<file path="src/rtl/addr_fixup_pkg.sv">
package addr_fixup_pkg;

  localparam int BYTE_W = 8;
  localparam int ADDR_W = 2 * BYTE_W;
  localparam int MODE_W = 4;

  typedef enum logic [MODE_W-1:0] {
    MODE_ABS_X   = 4'd0,
    MODE_ABS_Y   = 4'd1,
    MODE_IND_Y   = 4'd2,
    MODE_ZP_X    = 4'd3,
    MODE_ZP_Y    = 4'd4,
    MODE_ZP_IND  = 4'd5,
    MODE_BRANCH  = 4'd6,
    MODE_ADC     = 4'd7,
    MODE_SBC     = 4'd8,
    MODE_ROL     = 4'd9,
    MODE_ROR     = 4'd10
  } addrMode_e;

  // adder A-side source
  typedef enum logic [1:0] {A_OPER, A_INV, A_ZERO, A_ONES} aSel_e;
  // adder B-side source
  typedef enum logic {B_LOW, B_HIGH} bSel_e;
  // adder carry-in source
  typedef enum logic [1:0] {C_ZERO, C_ONE, C_FLAG} cinSel_e;
  // byte result source
  typedef enum logic [1:0] {O_SUM, O_ROL, O_ROR} outSel_e;

  typedef struct packed {
    logic    capture;
    aSel_e   aSel;
    bSel_e   bSel;
    cinSel_e cinSel;
    outSel_e outSel;
    logic    loadLow;
    logic    clearHigh;
    logic    loadHigh;
    logic    loadFlag;
  } dpCtrl_t;

endpackage

</file>
<file path="src/rtl/addr_fixup_adder.sv">
module addr_fixup_adder #(
  parameter int W = 8
) (
  input  logic [W-1:0] a,
  input  logic [W-1:0] b,
  input  logic         cin,
  output logic [W-1:0] sum,
  output logic         cout
);

  logic [W:0] wide;

  always_comb begin
    wide = {1'b0, a} + {1'b0, b} + {{W{1'b0}}, cin};
    sum  = wide[W-1:0];
    cout = wide[W];
  end

endmodule

</file>
<file path="src/rtl/addr_fixup_dp.sv">
module addr_fixup_dp
  import addr_fixup_pkg::*;
#(
  parameter int BW = BYTE_W,
  localparam int AW = 2 * BW
) (
  input  logic          clk,
  input  logic          rstN,
  input  dpCtrl_t       ctrl,
  input  logic [AW-1:0] baseAddr,
  input  logic [BW-1:0] operand,
  output logic          aluCarry,
  output logic [AW-1:0] result,
  output logic          carryFlag
);

  logic [AW-1:0] baseReg;
  logic [BW-1:0] opReg;
  logic [BW-1:0] lowReg;
  logic [BW-1:0] highReg;
  logic          flagReg;

  logic [BW-1:0] baseLow;
  logic [BW-1:0] baseHigh;
  logic [BW-1:0] addA;
  logic [BW-1:0] addB;
  logic          addCin;
  logic [BW-1:0] addSum;
  logic          addCout;
  logic [BW-1:0] outByte;
  logic          outCarry;

  assign baseLow  = baseReg[BW-1:0];
  assign baseHigh = baseReg[AW-1:BW];

  always_comb begin
    unique case (ctrl.aSel)
      A_OPER:  addA = opReg;
      A_INV:   addA = ~opReg;
      A_ZERO:  addA = '0;
      default: addA = '1;
    endcase
    addB = (ctrl.bSel == B_HIGH) ? baseHigh : baseLow;
    unique case (ctrl.cinSel)
      C_ONE:   addCin = 1'b1;
      C_FLAG:  addCin = flagReg;
      default: addCin = 1'b0;
    endcase
  end

  addr_fixup_adder #(.W(BW)) adder_i (
    .a   (addA),
    .b   (addB),
    .cin (addCin),
    .sum (addSum),
    .cout(addCout)
  );

  always_comb begin
    unique case (ctrl.outSel)
      O_ROL: begin
        outByte  = {baseLow[BW-2:0], flagReg};
        outCarry = baseLow[BW-1];
      end
      O_ROR: begin
        outByte  = {flagReg, baseLow[BW-1:1]};
        outCarry = baseLow[0];
      end
      default: begin
        outByte  = addSum;
        outCarry = addCout;
      end
    endcase
  end

  always_ff @(posedge clk or negedge rstN) begin
    if (!rstN) begin
      baseReg <= '0;
      opReg   <= '0;
      lowReg  <= '0;
      highReg <= '0;
      flagReg <= 1'b0;
    end else begin
      if (ctrl.capture) begin
        baseReg <= baseAddr;
        opReg   <= operand;
      end
      if (ctrl.loadLow) begin
        lowReg  <= outByte;
        highReg <= ctrl.clearHigh ? '0 : baseHigh;
      end
      if (ctrl.loadHigh) begin
        highReg <= addSum;
      end
      if (ctrl.loadFlag) begin
        flagReg <= outCarry;
      end
    end
  end

  assign aluCarry  = addCout;
  assign result    = {highReg, lowReg};
  assign carryFlag = flagReg;

  // a fixup cycle moves the high byte by exactly one step
  assert_high_step_R5: assert property (@(posedge clk) disable iff (!rstN)
    ctrl.loadHigh |=> ((highReg - $past(baseHigh)) == BW'(1)) ||
                      ((highReg - $past(baseHigh)) == {BW{1'b1}}));

  // low and high loads never share a cycle (R2 sequencing)
  assert_split_loads_R2: assert property (@(posedge clk) disable iff (!rstN)
    !(ctrl.loadLow && ctrl.loadHigh));

endmodule

</file>
<file path="src/rtl/addr_fixup_ctl.sv">
module addr_fixup_ctl
  import addr_fixup_pkg::*;
(
  input  logic              clk,
  input  logic              rstN,
  input  logic              start,
  input  logic [MODE_W-1:0] mode,
  input  logic              offsetSign,
  input  logic              aluCarry,
  output dpCtrl_t           ctrl,
  output logic              done,
  output logic              fixupUsed
);

  typedef enum logic [1:0] {ST_IDLE, ST_LOW, ST_FIX} state_e;

  state_e            state;
  state_e            nextState;
  logic [MODE_W-1:0] modeReg;
  logic              signReg;
  logic              decReg;
  logic              fixDec;
  logic              finishNow;

  always_comb begin
    ctrl      = '0;
    nextState = state;
    fixDec    = 1'b0;
    finishNow = 1'b0;
    unique case (state)
      ST_IDLE: begin
        if (start) begin
          ctrl.capture = 1'b1;
          nextState    = ST_LOW;
        end
      end
      ST_LOW: begin
        ctrl.loadLow = 1'b1;
        ctrl.bSel    = B_LOW;
        ctrl.aSel    = A_OPER;
        ctrl.cinSel  = C_ZERO;
        ctrl.outSel  = O_SUM;
        nextState    = ST_IDLE;
        finishNow    = 1'b1;
        case (modeReg)
          MODE_ABS_X, MODE_ABS_Y, MODE_IND_Y: begin
            if (aluCarry) begin
              nextState = ST_FIX;
              finishNow = 1'b0;
            end
          end
          MODE_BRANCH: begin
            fixDec = signReg;
            // negative offset: no carry means the low byte went below zero
            if (signReg ? !aluCarry : aluCarry) begin
              nextState = ST_FIX;
              finishNow = 1'b0;
            end
          end
          MODE_ADC: begin
            ctrl.cinSel    = C_FLAG;
            ctrl.loadFlag  = 1'b1;
            ctrl.clearHigh = 1'b1;
          end
          MODE_SBC: begin
            ctrl.aSel      = A_INV;
            ctrl.cinSel    = C_FLAG;
            ctrl.loadFlag  = 1'b1;
            ctrl.clearHigh = 1'b1;
          end
          MODE_ROL: begin
            ctrl.outSel    = O_ROL;
            ctrl.loadFlag  = 1'b1;
            ctrl.clearHigh = 1'b1;
          end
          MODE_ROR: begin
            ctrl.outSel    = O_ROR;
            ctrl.loadFlag  = 1'b1;
            ctrl.clearHigh = 1'b1;
          end
          default: begin
            // in-page modes: the low byte simply wraps
          end
        endcase
      end
      default: begin
        ctrl.loadHigh = 1'b1;
        ctrl.bSel     = B_HIGH;
        ctrl.aSel     = decReg ? A_ONES : A_ZERO;
        ctrl.cinSel   = decReg ? C_ZERO : C_ONE;
        ctrl.outSel   = O_SUM;
        nextState     = ST_IDLE;
        finishNow     = 1'b1;
      end
    endcase
  end

  always_ff @(posedge clk or negedge rstN) begin
    if (!rstN) begin
      state     <= ST_IDLE;
      modeReg   <= '0;
      signReg   <= 1'b0;
      decReg    <= 1'b0;
      done      <= 1'b0;
      fixupUsed <= 1'b0;
    end else begin
      state <= nextState;
      done  <= finishNow;
      if (ctrl.capture) begin
        modeReg <= mode;
        signReg <= offsetSign;
      end
      if (state == ST_LOW) begin
        decReg <= fixDec;
      end
      if (finishNow) begin
        fixupUsed <= (state == ST_FIX);
      end
    end
  end

  assert_done_pulse_R2: assert property (@(posedge clk) disable iff (!rstN)
    done |=> !done);

  assert_fix_single_R2: assert property (@(posedge clk) disable iff (!rstN)
    (state == ST_FIX) |=> (state == ST_IDLE) && done);

  // only page-crossing modes ever report a fixup
  assert_wrap_no_fix_R4: assert property (@(posedge clk) disable iff (!rstN)
    (done && fixupUsed) |->
      (modeReg inside {MODE_ABS_X, MODE_ABS_Y, MODE_IND_Y, MODE_BRANCH}));

  assert_busy_ignores_start_R2: assert property (@(posedge clk) disable iff (!rstN)
    (state != ST_IDLE) |-> !ctrl.capture);

endmodule

</file>
<file path="src/rtl/addr_fixup_unit.sv">
module addr_fixup_unit
  import addr_fixup_pkg::*;
#(
  parameter int BW = BYTE_W,
  localparam int AW = 2 * BW
) (
  input  logic              clk,
  input  logic              rstN,
  input  logic              start,
  input  logic [MODE_W-1:0] mode,
  input  logic [AW-1:0]     baseAddr,
  input  logic [BW-1:0]     operand,
  output logic [AW-1:0]     result,
  output logic              done,
  output logic              fixupUsed,
  output logic              carryFlag
);

  dpCtrl_t ctrlBus;
  logic    aluCarry;

  addr_fixup_ctl ctl_i (
    .clk       (clk),
    .rstN      (rstN),
    .start     (start),
    .mode      (mode),
    .offsetSign(operand[BW-1]),
    .aluCarry  (aluCarry),
    .ctrl      (ctrlBus),
    .done      (done),
    .fixupUsed (fixupUsed)
  );

  addr_fixup_dp #(.BW(BW)) dp_i (
    .clk      (clk),
    .rstN     (rstN),
    .ctrl     (ctrlBus),
    .baseAddr (baseAddr),
    .operand  (operand),
    .aluCarry (aluCarry),
    .result   (result),
    .carryFlag(carryFlag)
  );

  // flag moves only on cycles the sequencer marks as arithmetic/rotate
  assert_flag_kept_R9: assert property (@(posedge clk) disable iff (!rstN)
    !ctrlBus.loadFlag |=> $stable(carryFlag));

endmodule

</file>
<file path="config.mk">
export PLATFORM = sky130hd
export DESIGN_NAME = addr_fixup_unit
export DESIGN_NICKNAME = d
export VERILOG_FILES = /design/src/rtl/addr_fixup_pkg.sv /design/src/rtl/addr_fixup_adder.sv /design/src/rtl/addr_fixup_dp.sv /design/src/rtl/addr_fixup_ctl.sv /design/src/rtl/addr_fixup_unit.sv
export SDC_FILE = /design/constraint.sdc
export NUM_CORES = 1
export LEC_CHECK = 0
export ABC_AREA = 1
export ABC_CLOCK_PERIOD_IN_PS = 2990
export BUFFER_PORTS_ARGS = -buffer_cell sky130_fd_sc_hd__buf_2
export CAP_MARGIN = 20
export CORE_MARGIN = 4
export CORE_UTILIZATION = 32
export CTS_CLUSTER_DIAMETER = 100
export CTS_CLUSTER_SIZE = 25
export DETAILED_ROUTE_END_ITERATION = 12
export SYNTH_ARGS = -nofsm -noshare
export SYNTH_HDL_FRONTEND = slang
export SYNTH_SLANG_ARGS = --single-unit
</file>
<file path="constraint.sdc">
create_clock -name clk -period 2.99 [get_ports clk]
set_input_delay 0.897 -clock clk [delete_from_list [all_inputs] [get_ports clk]]
set_output_delay 0.897 -clock clk [all_outputs]
set_load 0.02 [all_outputs]
</file>
==> reports/qor.yml, run 1 <==
clock_sinks: 50
p_seq_share_pct: 35.9
slowest_stage: "dfrtp_1"
ys_ff_latch: 50
setup_viol_count_final: 0
cp_data_required_time_ps: 3200
power_density_mw_per_mm2: 876
power.total_uw: 2870
die-width_um: 102
power.share.switching_pct: 45.0
ys.warnings.count: 0
crit_fanout: 13
wl_met2_um: 3380
ant_nets: 0
rsz0062_at_grt: "yes"
p_leak_uw: 0.00173
antenna_cells: 0
netlist_instances: 366
async_flop_share_pct: 100
pwr-share-clk_pct: 14.2
rows: 33
drt_iter0_markers: 135
syn-cell-area_sq_mm: 0.00281
synth_enable_flop_cells: 0
synth_cell_types: 34
fp.dieH_um: 102
skew_ps: 9.56
synth.area.top_cells: "dfrtp_1 45%, nand2_1 17%, inv_1 4.5%"
drc: 0
cts_max_path_buffers: 2
start_kind: "flip-flop"
dr.pass1.iters: 4
io_pins: 50
syn_area_per_cell_sq_um: 7.68
final.min_clock_period_ps: 2700
tritoncts: "yes"
clk_pin_slew_ps: 90
clock.fmax_ghz: 0.371
detail_route.wl_per_cell_um: 14.0
htreeDepth: 2
yosys.area.top_type: "dfrtp_1"
wl_met3_um: 369
cts_buffers: 5
synth_top_area_share_pct: 44.5
final_hold_viol_count: 0
synth_most_common_cell: "nand2_1"
synth_simple_gate_area_share_pct: 27.5
hold_path_class: "flip-flop to flip-flop"
critPathArrivalTime_ps: 2900
seq_area_frac_synth_pct: 44.5
holdWs_ps: 491
critPathKind: "flip-flop to flip-flop"
crit_chain: "nor2_4 -> buf_4 -> o21ai_1 -> o22ai_1 -> fa_2 -> inv_1 -> fa_2 -> inv_1 -> nand2_1 -> nand2_1 -> nand3_1 -> nand2_2 -> nand2_1 -> nand3_1 -> nand3_1 -> nand3_1 -> nand2_1"
fin_crit_sh_pct: 90.1
syn_to_final_growth_pct: 16.5
synth.top_cells.by_count: "128 x nand2_1, 50 x dfrtp_1, 34 x inv_1"
yosys.area_share.adder_pct: 5.43
post_dp_cell_area_sq_mm: 0.00316
fin_area_sq_mm: 0.00328
ys.flop_type: "dfrtp_1"
slew_headroom_pct: 65.2
via_per_inst: 4.78
layout.nets: 458
synth.net_count: 408
run_status: "completed"
critPathCaptureType: "flip-flop"
drt_wl_total_um: 7300
grt_pass1_vias: 2435
drive_gt1_share_pct: 19.2
dp_hpwl_um: 5710
synthXorXnorAreaFrac_pct: 0.623
core_sq_mm: 0.00838
grt_overflow: 0
synth_top_family_by_area: "simple AND/OR/NAND/NOR gates"
wl_met1_um: 3520
port_buffers: 49
synth_mux_area_share_pct: 0.356
power.switching_uw: 1290
peakVddDrop_mv: 0.270
maxSlewViolCount: 0
intPower_uw: 1580
num_vias: 2495
worst_pin_slew_ps: 521
dieArea_sq_mm: 0.0103
grt_pass1_wl_um: 12000
grt_util_all_layers_pct: 14.9
grt_max_degree: 51
slowest_delay_ps: 500
initial_core_util_pct: 33.5
comb_power_share_pct: 50.0
gp_congestion: 0.895
synth_compound_area_share_pct: 13.4
maxCapViolCount: 0
clockRootBuffer: "clkbuf_8"
antenna_found_initial: 0
top_layer: "met4"
clock_latency_ps: 300
-- stage by stage --
stage | cells | util, % | setup WS, ps | TNS (ps)
after floorplan | 366 | - | 564 | 0
after global placement | 513 | 37.8 | 375 | 0
after detailed placement | 513 | 37.8 | 287 | 0
after CTS | 521 | 38.8 | 264 | 0
after global routing | 522 | 39.1 | -22.7 | -27.1
final | 522 | 39.1 | 295 | 0
-- power by group through the flow --
stage	registers [uW]	clock network (uW)	logic [uW]
global route	1060	446	1620
CTS	1030	422	1440
global placement	1050	0	1410
finish	1030	407	1430
floorplan	1160	0	864
detailed placement	1050	0	1430
-- repair_timing --
action	CTS	global route
setup endpoints to repair	0	6
setup buffers	0	1
resized for setup	0	4
hold buffers	0	0
hold endpoints to repair	0	0
-- routing by layer --
| metal | global-route usage (%) | vias to the layer above |
|---|---|---|
| met3 | 2.69 | 4 |
| met2 | 24.2 | 56 |
| met5 | 0 | - |
| met4 | 2.76 | 0 |
| met1 | 20.9 | 1152 |
| li1 | - | 1283 |
-- placed cells by master (no fill, tap or decap) --
cell type and n:
a21oi_1 16, ha_1 9, nor3_4 1, fa_2 2, o21bai_1 1, nor3_2 1
nand2_1 127, xor2_1 1, or2_1 3, clkinv_1 2, buf_12 1, buf_2 49
buf_4 4, or2_2 1, o211ai_1 7, clkbuf_8 6, nand3b_1 1, a21o_1 1
o21ai_1 22, nor2_4 2, xnor2_1 1, nor3_1 1, o21ai_0 10, dfrtp_1 50
o221ai_1 3, inv_1 34, nor2_1 15, clkbuf_1 1, nand3_1 24, nand2_4 2
nand2_2 3, inv_2 6, clkinv_2 2, mux2i_1 1, o22ai_1 7
-- worst paths after layout --
path	startpoint	to	slack, ps	cells past startpoint
setup reg to reg	ctl_i.state[1]$_DFFE_PN0P_	ctl_i.fixupUsed$_DFFE_PN0P_	290	17
hold reg to reg	dp_i.lowReg[1]$_DFFE_PN0P_	dp_i.lowReg[1]$_DFFE_PN0P_	490	2
setup / recovery	ctl_i.state[1]$_DFFE_PN0P_	ctl_i.fixupUsed$_DFFE_PN0P_	290	17
max in group asynchronous	rstN	dp_i.opReg[7]$_DFFE_PN0P_	2180	2
hold / removal	dp_i.lowReg[1]$_DFFE_PN0P_	dp_i.lowReg[1]$_DFFE_PN0P_	490	2
min in group asynchronous	rstN	ctl_i.modeReg[2]$_DFFE_PN0P_	560	2
-- logic make-up (layout without fill, tap and decap cells) --
family / after synthesis / after routing
simple gates: 181 / 181
compound gates: 67 / 67
buf+inv: 54 / 105
flops: 50 / 50
fa+ha+maj: 11 / 11
xor+xnor: 2 / 2
mux: 1 / 1
-- critical path: cells and delay by family (launching register included) --
kind	cells	cell delay (ps)
AO/OA/AOI/OAI	2	300
adder cells (fa/ha/maj)	2	610
buffers and inverters	3	310
flip-flops	1	500
AND/OR/NAND/NOR	10	870
-- sequential cells by signal (all words and copies together) (netlist names) --
name             flops
ctl_i.decReg         1
ctl_i.modeReg        4
dp_i.highReg         8
dp_i.baseReg        16
dp_i.lowReg          8
dp_i.opReg           8
ctl_i.done           1
ctl_i.state          2
ctl_i.fixupUsed      1
dp_i.carryFlag       1
-- layout make-up --
cell class                 instances  area (sq um)
tap                              105           131
multi-input combinational        262          1340
inverter                          43           163
timing repair buffer              54           295
sequential                        50          1250
clock inverter                     1          5.00
clock buffer                       7          86.3
fill                             927          5110
Note: power is estimated with default switching activity, not from simulation.
==> inputs of run 2 (changes only) <==
--- a/config.mk
+++ b/config.mk
@@ -14,6 +14,7 @@
 export CTS_CLUSTER_DIAMETER = 100
 export CTS_CLUSTER_SIZE = 25
 export DETAILED_ROUTE_END_ITERATION = 12
+export PLACE_DENSITY = 0.62
 export SYNTH_ARGS = -nofsm -noshare
 export SYNTH_HDL_FRONTEND = slang
 export SYNTH_SLANG_ARGS = --single-unit
==> run 2 against run 1 <==
  * Maximum frequency shrank 1.0%
  * Highest routed layer unchanged
  * Global-route usage down 0.47 points
  * Wire length down 1.3%
  * Final cell count fell by 0.38%
  * Clock power is 12% higher
  * Register-to-register slack got worse by 30 ps
  * Non-clock buffer count fell by 2
  * Critical endpoint unchanged
  * Core utilization is 0.10 points lower
  * Via count is 0.28% higher
  * First-iteration DRC count up 29%
  * Setup slack lost 28 ps
  * Critical path depth shrank 1
==> reports/qor.yml, run 2 (synthesized netlist as in run 1, its figures left out) <==
drt_iter0_markers: 174
clockRootBuffer: "clkbuf_8"
crit_start: "ctl_i.state[1]$_DFFE_PN0P_"
ctsHoldBuffers: 0
power.total_uw: 2910
io_pins: 50
p_leak_uw: 0.00173
initial_core_util_pct: 33.5
clk_pin_slew_ps: 90
worst_pin_slew_ps: 588
critPathCaptureType: "flip-flop"
min_from: "dp_i.lowReg[5]$_DFFE_PN0P_"
port_buffers: 49
tritoncts: "yes"
layout.nets: 456
fin_crit_sh_pct: 91.1
regArea_sq_mm: 0.00125
power_density_mw_per_mm2: 891
grt_pass1_vias: 2325
clock_sinks: 50
largest_reg_flops: 16
slew_headroom_pct: 60.8
reg2reg_setup_slack_ps: 270
regMostFlops: "dp_i.baseReg"
dp.cells: 512
via_per_inst: 4.81
cts_max_path_buffers: 2
fp.dieH_um: 102
syn_to_final_growth_pct: 16.2
maxSlewViolCount: 0
ctsResizeCount: 0
final_cell_mix: "128 x nand2_1, 50 x dfrtp_1, 49 x buf_2, 34 x inv_1, 24 x nand3_1"
dieArea_sq_mm: 0.0103
grt_util_all_layers_pct: 14.4
rows: 33
final.min_clock_period_ps: 2720
grt_pass1_wl_um: 11700
hold_path_class: "flip-flop to flip-flop"
cts_buffers: 5
core_sq_mm: 0.00838
dp_hpwl_um: 5750
skew_ps: 6.37
ant_nets: 0
setup_viol_count_final: 0
maxCapViolCount: 0
detail_route.wl_per_cell_um: 13.9
drc: 0
nFillCells: 896
drt_wl_total_um: 7210
clock_latency_ps: 300
clock.fmax_ghz: 0.367
reg2reg_from: "ctl_i.state[1]$_DFFE_PN0P_"
final_hold_viol_count: 0
antenna_cells: 0
rsz0062_at_grt: "no"
peakVddDrop_mv: 0.252
crit_fanout: 23
final_common_cell: "nand2_1"
post-cts-setup-buffers: 0
grt_overflow: 0
setup_tns_ps: 0
die-width_um: 102
grt_max_degree: 44
htreeDepth: 2
drive_gt1_share_pct: 18.3
dr.pass1.iters: 5
multi_input_area_sq_mm: 0.00133
critPathArrivalTime_ps: 2930
pre_cts_ws_ps: 332
setup_ws_ps: 266
num_vias: 2502
critPathKind: "flip-flop to flip-flop"
instances_no_fill: 520
run_status: "completed"
gp_congestion: 0.909
cp_data_required_time_ps: 3190
start_kind: "flip-flop"
antenna_found_initial: 0
-- run 2: area by class of cell --
class	instances	area share, %
Multi-Input combinational cell	262	40.8
Sequential cell	50	38.3
Timing Repair Buffer	52	8.58
Inverter	43	4.98
Tap cell	105	4.02
Clock buffer	8	3.37
-- run 2: stage by stage --
step / hold slack, ps / area (sq um) / util [%]
5_1_grt: 522 / 3270 / 39.0
4_1_cts: 491 / 3270 / 39.0
6_report: 482 / 3270 / 39.0
3_3_place_gp: 467 / 3160 / 37.7
2_1_floorplan: 463 / 2810 / -
3_5_place_dp: 467 / 3160 / 37.7
-- run 2: path summary, 6_finish.rpt --
kind                                               endpoint  cells past startpoint
worst max-delay path            ctl_i.fixupUsed$_DFFE_PN0P_                     16
worst min register to register   dp_i.lowReg[5]$_DFFE_PN0P_                      2
max in group asynchronous          ctl_i.decReg$_DFFE_PN0P_                      2
worst min-delay path             dp_i.lowReg[5]$_DFFE_PN0P_                      2
worst max register to register  ctl_i.fixupUsed$_DFFE_PN0P_                     16
min in group asynchronous        dp_i.lowReg[7]$_DFFE_PN0P_                      1
-- run 2: worst max-delay path, stage by stage (launching register included) --
cell and delay [ps]:
dfrtp_1 500, buf_4 300, nand2_1 190, o211ai_1 170, fa_1 230, inv_1 60
fa_1 390, inv_1 70, nand2_1 40, nand2_1 70, nand3_1 90, nand2_1 120
nand2_1 60, nand3_1 90, nand3_1 100, nand3_1 80, nand2_1 50
-- run 2: layer usage --
metal,vias to the layer above,global-route usage [%],wire [um]
met4,0,3.48,88
met2,70,21.9,3200
met3,9,2.75,503
met1,1144,21.1,3410
li1,1279,-,-
met5,-,0,0
-- run 2: report_power, final --
group | total [uW] | switching [uW] | internal [uW]
Combinational | 1420 | 934 | 488
Clock | 456 | 222 | 234
Sequential | 1030 | 139 | 895
Total | 2910 | 1290 | 1620
